[src/rtl/cascade_intc.sv]
module cascade_intc #(
  parameter int ADDR_W = 8,
  parameter logic [ADDR_W-1:0] A_CAUSE_LO = 'h04,
  parameter logic [ADDR_W-1:0] A_CAUSE_HI = 'h0C,
  parameter logic [ADDR_W-1:0] A_MASK_LO  = 'h14,
  parameter logic [ADDR_W-1:0] A_MASK_HI  = 'h1C,
  parameter logic [ADDR_W-1:0] A_SELECT   = 'h24
) (
  input  logic              clk,
  input  logic              rst_n,
  input  logic              wr_en,
  input  logic [ADDR_W-1:0] addr,
  input  logic [31:0]       wr_data,
  output logic [31:0]       rd_data,
  input  logic [31:0]       src_lo,
  input  logic [31:0]       src_hi,
  input  logic [3:0]        gpp_sum,
  input  logic [31:0]       gpp_cause,
  output logic              cpu_irq,
  output logic [6:0]        irq_vec
);
  localparam int GPP_LSB = 24;
  localparam int GPP_N   = 4;
  localparam int FLAG    = 30;

  logic [31:0] cause_lo, cause_hi, mask_lo, mask_hi;
  logic [31:0] hi_src, en_lo, en_hi, sel_word;
  logic        any_lo, any_hi, gpp_hit, show_hi;
  logic [6:0]  vec_d;

  function automatic logic [4:0] top_bit(input logic [31:0] v);
    logic [4:0] r;
    r = '0;
    for (int i = 0; i < 32; i++)
      if (v[i]) r = 5'(i);
    return r;
  endfunction

  assign hi_src  = src_hi | {{(32-GPP_LSB-GPP_N){1'b0}}, gpp_sum, {GPP_LSB{1'b0}}};
  assign en_lo   = cause_lo & mask_lo;
  assign en_hi   = cause_hi & mask_hi;
  assign any_lo  = |en_lo;
  assign any_hi  = |en_hi;
  assign gpp_hit = |en_hi[GPP_LSB+GPP_N-1:GPP_LSB];
  assign show_hi = !any_lo && any_hi;

  always_comb begin
    sel_word       = show_hi ? cause_hi : cause_lo;
    sel_word[FLAG] = show_hi;
  end

  always_comb begin
    if (any_lo)       vec_d = {2'd0, top_bit(en_lo)};
    else if (gpp_hit) vec_d = {2'd2, top_bit(gpp_cause)};
    else if (any_hi)  vec_d = {2'd1, top_bit(en_hi)};
    else              vec_d = '0;
  end

  always_comb begin
    case (addr)
      A_CAUSE_LO: rd_data = cause_lo;
      A_CAUSE_HI: rd_data = cause_hi;
      A_MASK_LO:  rd_data = mask_lo;
      A_MASK_HI:  rd_data = mask_hi;
      A_SELECT:   rd_data = sel_word;
      default:    rd_data = '0;
    endcase
  end

  always_ff @(posedge clk or negedge rst_n) begin
    if (!rst_n) begin
      cause_lo <= '0;
      cause_hi <= '0;
      mask_lo  <= '0;
      mask_hi  <= '0;
      cpu_irq  <= 1'b0;
      irq_vec  <= '0;
    end else begin
      cause_lo <= ((wr_en && addr == A_CAUSE_LO) ? (cause_lo & wr_data) : cause_lo) | src_lo;
      cause_hi <= ((wr_en && addr == A_CAUSE_HI) ? (cause_hi & wr_data) : cause_hi) | hi_src;
      if (wr_en && addr == A_MASK_LO) mask_lo <= wr_data;
      if (wr_en && addr == A_MASK_HI) mask_hi <= wr_data;
      cpu_irq  <= any_lo | any_hi;
      irq_vec  <= vec_d;
    end
  end
endmodule

[config.mk]
export PLATFORM = sky130hd
export DESIGN_NAME = cascade_intc
export DESIGN_NICKNAME = d
export VERILOG_FILES = /design/src/rtl/cascade_intc.sv
export SDC_FILE = /design/constraint.sdc
export NUM_CORES = 1
export LEC_CHECK = 0
export ABC_AREA = 1
export CORE_MARGIN = 2
export CORE_UTILIZATION = 64
export DETAILED_ROUTE_END_ITERATION = 16
export DONT_BUFFER_PORTS = 1
export GPL_TIMING_DRIVEN = 0
export PLACE_DENSITY = 0.8
export REMOVE_ABC_BUFFERS = 1
export SETUP_SLACK_MARGIN = 0.05
export SYNTH_ARGS = -nofsm -noshare
export SYNTH_HDL_FRONTEND = slang
export SYNTH_SLANG_ARGS = --single-unit
[constraint.sdc]
create_clock -name clk -period 2.3 [get_ports clk]
set_input_delay 0.115 -clock clk [delete_from_list [all_inputs] [get_ports clk]]
set_output_delay 0.115 -clock clk [all_outputs]
set_load 0.005 [all_outputs]
# Yosys cells after proc, flatten, opt, wreduce, memory -nomap -nowiden
# Cells that the tools add are included.
[op_classes]
n_mux = 100
bitwise = 8
eq_ne = 5
n_reduce_logical = 9
[op_table]
columns = ["operator", "count"]
rows = [
  ["5-bit two-way mux", 90],
  ["32-bit one-hot mux with 5 select lines", 1],
  ["32-bit AND", 4],
  ["32-bit two-way mux", 3],
  ["32-bit OR", 2],
  ["32-bit OR reduction", 2],
  ["32-bit by 28-bit OR with 32-bit output", 1],
  ["8-bit by 5-bit == test with 1-bit output, second input constant", 2],
  ["7-bit two-way mux", 2],
  ["8-bit by 3-bit == test with 1-bit output, second input constant", 1],
  ["8-bit by 4-bit == test with 1-bit output, second input constant", 1],
  ["8-bit by 6-bit == test with 1-bit output, second input constant", 1],
  ["6-bit two-way mux", 1],
  ["1-bit logical AND", 5],
  ["4-bit OR reduction", 1],
  ["1-bit two-way mux", 3],
  ["1-bit logical NOT", 1],
  ["1-bit OR", 1],
]
[totals]
reg_bits = 136
output_inout_bits = 40
inputBits = 143

# Logic depth before layout (Yosys ltp)
[depth]
depth_word = 35
depth_mapped = 34

# Worst setup path after synthesis
# Ideal clock, no wire load.
[synth_path]
path_type = "register to output"
startpoint = "register cause_hi[25]"
endpoint = "output port rd_data[10]"
n_path_buf = 1
path_slack_ns = 0.329
t_required_ns = 2.185
path_stages_with_launch = 12
arrival_ns = 1.856
cell_sequence = "dfrtp_1 > nand2_1 > nand2_1 > nor2_1 > inv_4 > nor3_1 > nand2_1 > nand3_1 > nand2_2 > inv_2 > buf_2 > o2111ai_1"
[synth_via]
elab_chain_cells = 5
[synth_rtl]
columns = ["item", "line", "rtl"]
rows = [
  ["start: declaration", "26", "logic [31:0] cause_lo, cause_hi, mask_lo, mask_hi;"],
  ["start signal: assignment", "80", "cause_hi <= ((wr_en && addr == A_CAUSE_HI) ? (cause_hi & wr_data) : cause_hi) | hi_src;"],
  ["32-bit AND", "41", "assign en_hi = cause_hi & mask_hi;"],
  ["32-bit OR reduction", "43", "assign any_hi = |en_hi;"],
  ["1-bit logical AND", "45", "assign show_hi = !any_lo && any_hi;"],
  ["32-bit two-way mux", "48", "sel_word = show_hi ? cause_hi : cause_lo;"],
  ["32-bit one-hot mux with 5 select lines", "60", "case (addr)"],
  ["end: declaration", "14", "output logic [31:0] rd_data,"],
]
# No other way between the ends.

# Worst setup path after layout
[layout_path]
startpoint = "register cause_hi[1]"
endpoint = "register irq_vec[0]"
[layout_via]
elab_chain_cells = 35
[layout_rtl]
columns = ["item", "line", "rtl"]
rows = [
  ["32-bit AND *", "41", ""],
  ["1-bit two-way mux", "35", "if (v[i]) r = 5'(i);"],
  ["5-bit two-way mux (30 in series)", "35", ""],
  ["6-bit two-way mux *", "55", "else if (any_hi) vec_d = {2'd1, top_bit(en_hi)};"],
  ["7-bit two-way mux *", "54", "else if (gpp_hit) vec_d = {2'd2, top_bit(gpp_cause)};"],
  ["7-bit two-way mux *", "53", "if (any_lo) vec_d = {2'd0, top_bit(en_lo)};"],
  ["named net vec_d[0]", "29", "logic [6:0] vec_d;"],
  ["end signal: assignment", "84", "irq_vec <= vec_d;"],
  ["end: declaration", "20", "output logic [6:0] irq_vec"],
]
# Mark *: on every way through the listed nets, which the timed path passes. The rest lies on a longest branch.
# A chain may end at the register's enable or synchronous reset.

==> impl_results.md <==
* Status: finished with violations
* Violated checks: hold timing, setup timing
* Number of I/O port buffers at 0
* Vias at ~8600
* Crit Path Max Fanout at 2
* Critical path startpoint category: flip-flop
* Cell mode on critical path: nand2_1
* CTS tree: done
* Iteration-0 DRC Markers at 1444
* Critical path buffers and inverters at 1
* Final core area utilization at 91.54%
* GPL Wtd Cong at between 0.8 and 0.9
* R2r startpoint: cause_hi[1]
* Worst setup EP type: flip-flop
* Worst r2r dst: irq_vec[0]
* Crit path launch: cause_hi[1]
* DRC at 0
* Clock buffer depth at 2
* Headroom to the max-slew limit at approximately 34%
* Starting Density at 66.00%
* Area growth syn-to-layout at 38.71%
* Mapped Avg Cell Area at 7.145 sq um
* Final wirelength at 30090 um
* Initial antenna violation count at 3
* TritonCTS Sinks at ~140
* Core area at ~11000 sq um
* Power density over the cells at around 660 nW/um^2
* Clock Latency Late Sink at between 0.4 and 0.5 ns
* Clk slew on worst S/H paths at roughly 0.060 ns
* Worst reg2reg path depth at 34
* Netlist cell types at 28
* Yosys warnings at 0
* Ports at around 180
* Vias in the first global route at about 8300
* RSZ-0062 raised after global routing: true
* Critical setup path kind: flip-flop to flip-flop
* DR pass1 iterations at 6
* Leading cell type in the layout, fill and taps excluded: nand2_1
* Die Area at roughly 12000 sq um
* R2R Setup Slk at -0.44 ns
* Leakage at around 0.0051 uW
* GRT Util Overall at between 40% and 50%
* Cell count after synthesis at about 1000
* Clock buffer count from CTS at 17
* Seq/Total Area, Yosys at ~47%
* TNS Setup at -9.034 ns
* Max Clk Rate at 364.8 MHz
* Yosys top cell by area: dfrtp_1
* Max stage delay on crit path at ~0.42 ns
* Root buf cell: clkbuf_16
* CTS H-Tree Depth at 4
* Crit path max-delay cell type: dfrtp_1
* Share of layout cells above drive strength 1 at around 17%
* Post-DRT Antenna Nets at 0
* Fill cell count at 421
* Wire per inst at ~23 um
* Measured slew at the worst slew-check pin at approximately 1 ns
* Worst hold-check path type: input pin to asynchronous set/reset pin
* Final Cycle Share at 119.2%
* Die Ht at 110.2 um
* CTS hold repair buffers at 107
* Final Max Slew Viols at 0
* Area share of the largest cell type after synthesis at about 47%
* Final min period at 2.741 ns
* Die W at ~110 um
* Arr. time, crit path at 3.03 ns
* Total power at around 6600 uW
* Commonest non-fill, non-tap cells in the layout: nand2_1, dfrtp_1, inv_1, dlygate4sd3_1, nor2_1
* Worst setup margin at -0.4412 ns
* VDD IR max at roughly 0.65 mV
* Avg Vias per Cell at 6.540
* DPL Wire Length at roughly 13000 um
* Largest net degree at the start of global routing at 137
* GRT Residual Overflow at 0
* Finish-stage setup viols at 46
* Area contributors post-synth: dfrtp_1, nand2_1, inv_1, o21ai_1, nor2_1
* Final-report hold violation count at around 140
* #FFs+latches synth at 136
* Hold WS at -0.6273 ns
* Clock skew at around 0.012 ns
* Synth Cell Area at ~7200 sq um
* # Max-Cap Violations at 0
* Cell family with most CP delay: simple AND/OR/NAND/NOR gates
* Cell Rows at 38
* Final net count at between 1000 and 1500
* Worst endpoint required time at around 2.6 ns
* First-pass GRT wire length at ~42000 um
cells by family after synthesis:
| kind of cell | share of synthesized area [%] |
|---|---|
| and+or+nand+nor | 29.75 |
| DFF | 47.16 |
| AOI/OAI and AO/OA | 14.55 |
| buffers and inverters | 8.547 |
routing by layer:
layer | wire, um | global-route usage [%]
met3 | 4247 | 19.17
met2 | 13710 | 74.45
met1 | 9674 | 53.68
met5 | 87 | 0
met4 | 2365 | 28.39
repair_timing:
item / in CTS / in global routing
pin swaps: 35 / 18
hold endpoints to repair: 266 / 136
setup buffers: 27 / 17
gates resized for setup: 104 / 36
endpoints found under the setup margin: 33 / 56
gates cloned: 4 / 0
synth_stat cells (all sizes together):
library cell and n:
a211oi 1, a21oi 2, a31o 1, nand2 427, or2 1, inv 133
nand4 6, a31oi 4, nor3 3, o2111ai 25, o211ai 1, a22oi 1
dfrtp 136, o22ai 1, buf 5, o21bai 30, a21boi 1, nand3 17
o21ai 105, nor2 81, clkbuf 24, nor4 5
worst max path at each step:
stage / end / slack [ns] / cells past startpoint
floorplan: mask_lo[0] / 0.02 / 7
global placement: mask_lo[10] / -1.10 / 6
detailed placement: rd_data[31] / -0.87 / 11
CTS: rd_data[31] / -0.19 / 12
global route: irq_vec[0] / -0.63 / 30
finish: irq_vec[0] / -0.44 / 34
sequential cells by signal (all words and copies together) (netlist names):
| name | cells |
|---|---|
| cause_lo | 32 |
| mask_lo | 32 |
| mask_hi | 32 |
| cause_hi | 32 |
| irq_vec | 7 |
| cpu_irq | 1 |
through the flow:
| stage | cells | hold slack, ns | worst slack (ns) | area [sq um] |
|---|---|---|---|---|
| detailed placement | 1123 | -0.1781 | -0.8652 | 7332 |
| floorplan | 981 | -0.1806 | 0.02331 | 7102 |
| global placement | 1121 | -0.1784 | -1.097 | 7277 |
| CTS | 1293 | -0.6243 | -0.1901 | 9744 |
| finish | 1314 | -0.6273 | -0.4412 | 10010 |
| global route | 1313 | -0.6405 | -0.6278 | 10010 |
report_power, final:
| part | leakage [uW] | internal [uW] | switching, uW |
|---|---|---|---|
| sequential | 0.00154 | 2500 | 100 |
| clock | 0.000285 | 1680 | 1070 |
| combinational | 0.00324 | 525 | 676 |
layout make-up:
| type | count | area [sq um] | area share, % |
|---|---|---|---|
| multi-input combinational | 715 | 3854 | 38.50 |
| sequential | 136 | 3405 | 34.01 |
| timing repair buffer | 154 | 1459 | 14.57 |
| inverter | 133 | 521.8 | 5.212 |
| clock buffer | 25 | 485.5 | 4.849 |
| tap | 140 | 175.2 | 1.750 |
| clock inverter | 7 | 92.59 | 0.9249 |
| timing repair inverter | 1 | 11.26 | 0.1125 |
| antenna | 3 | 7.507 | 0.07499 |
(Power assumes the default switching activity.)
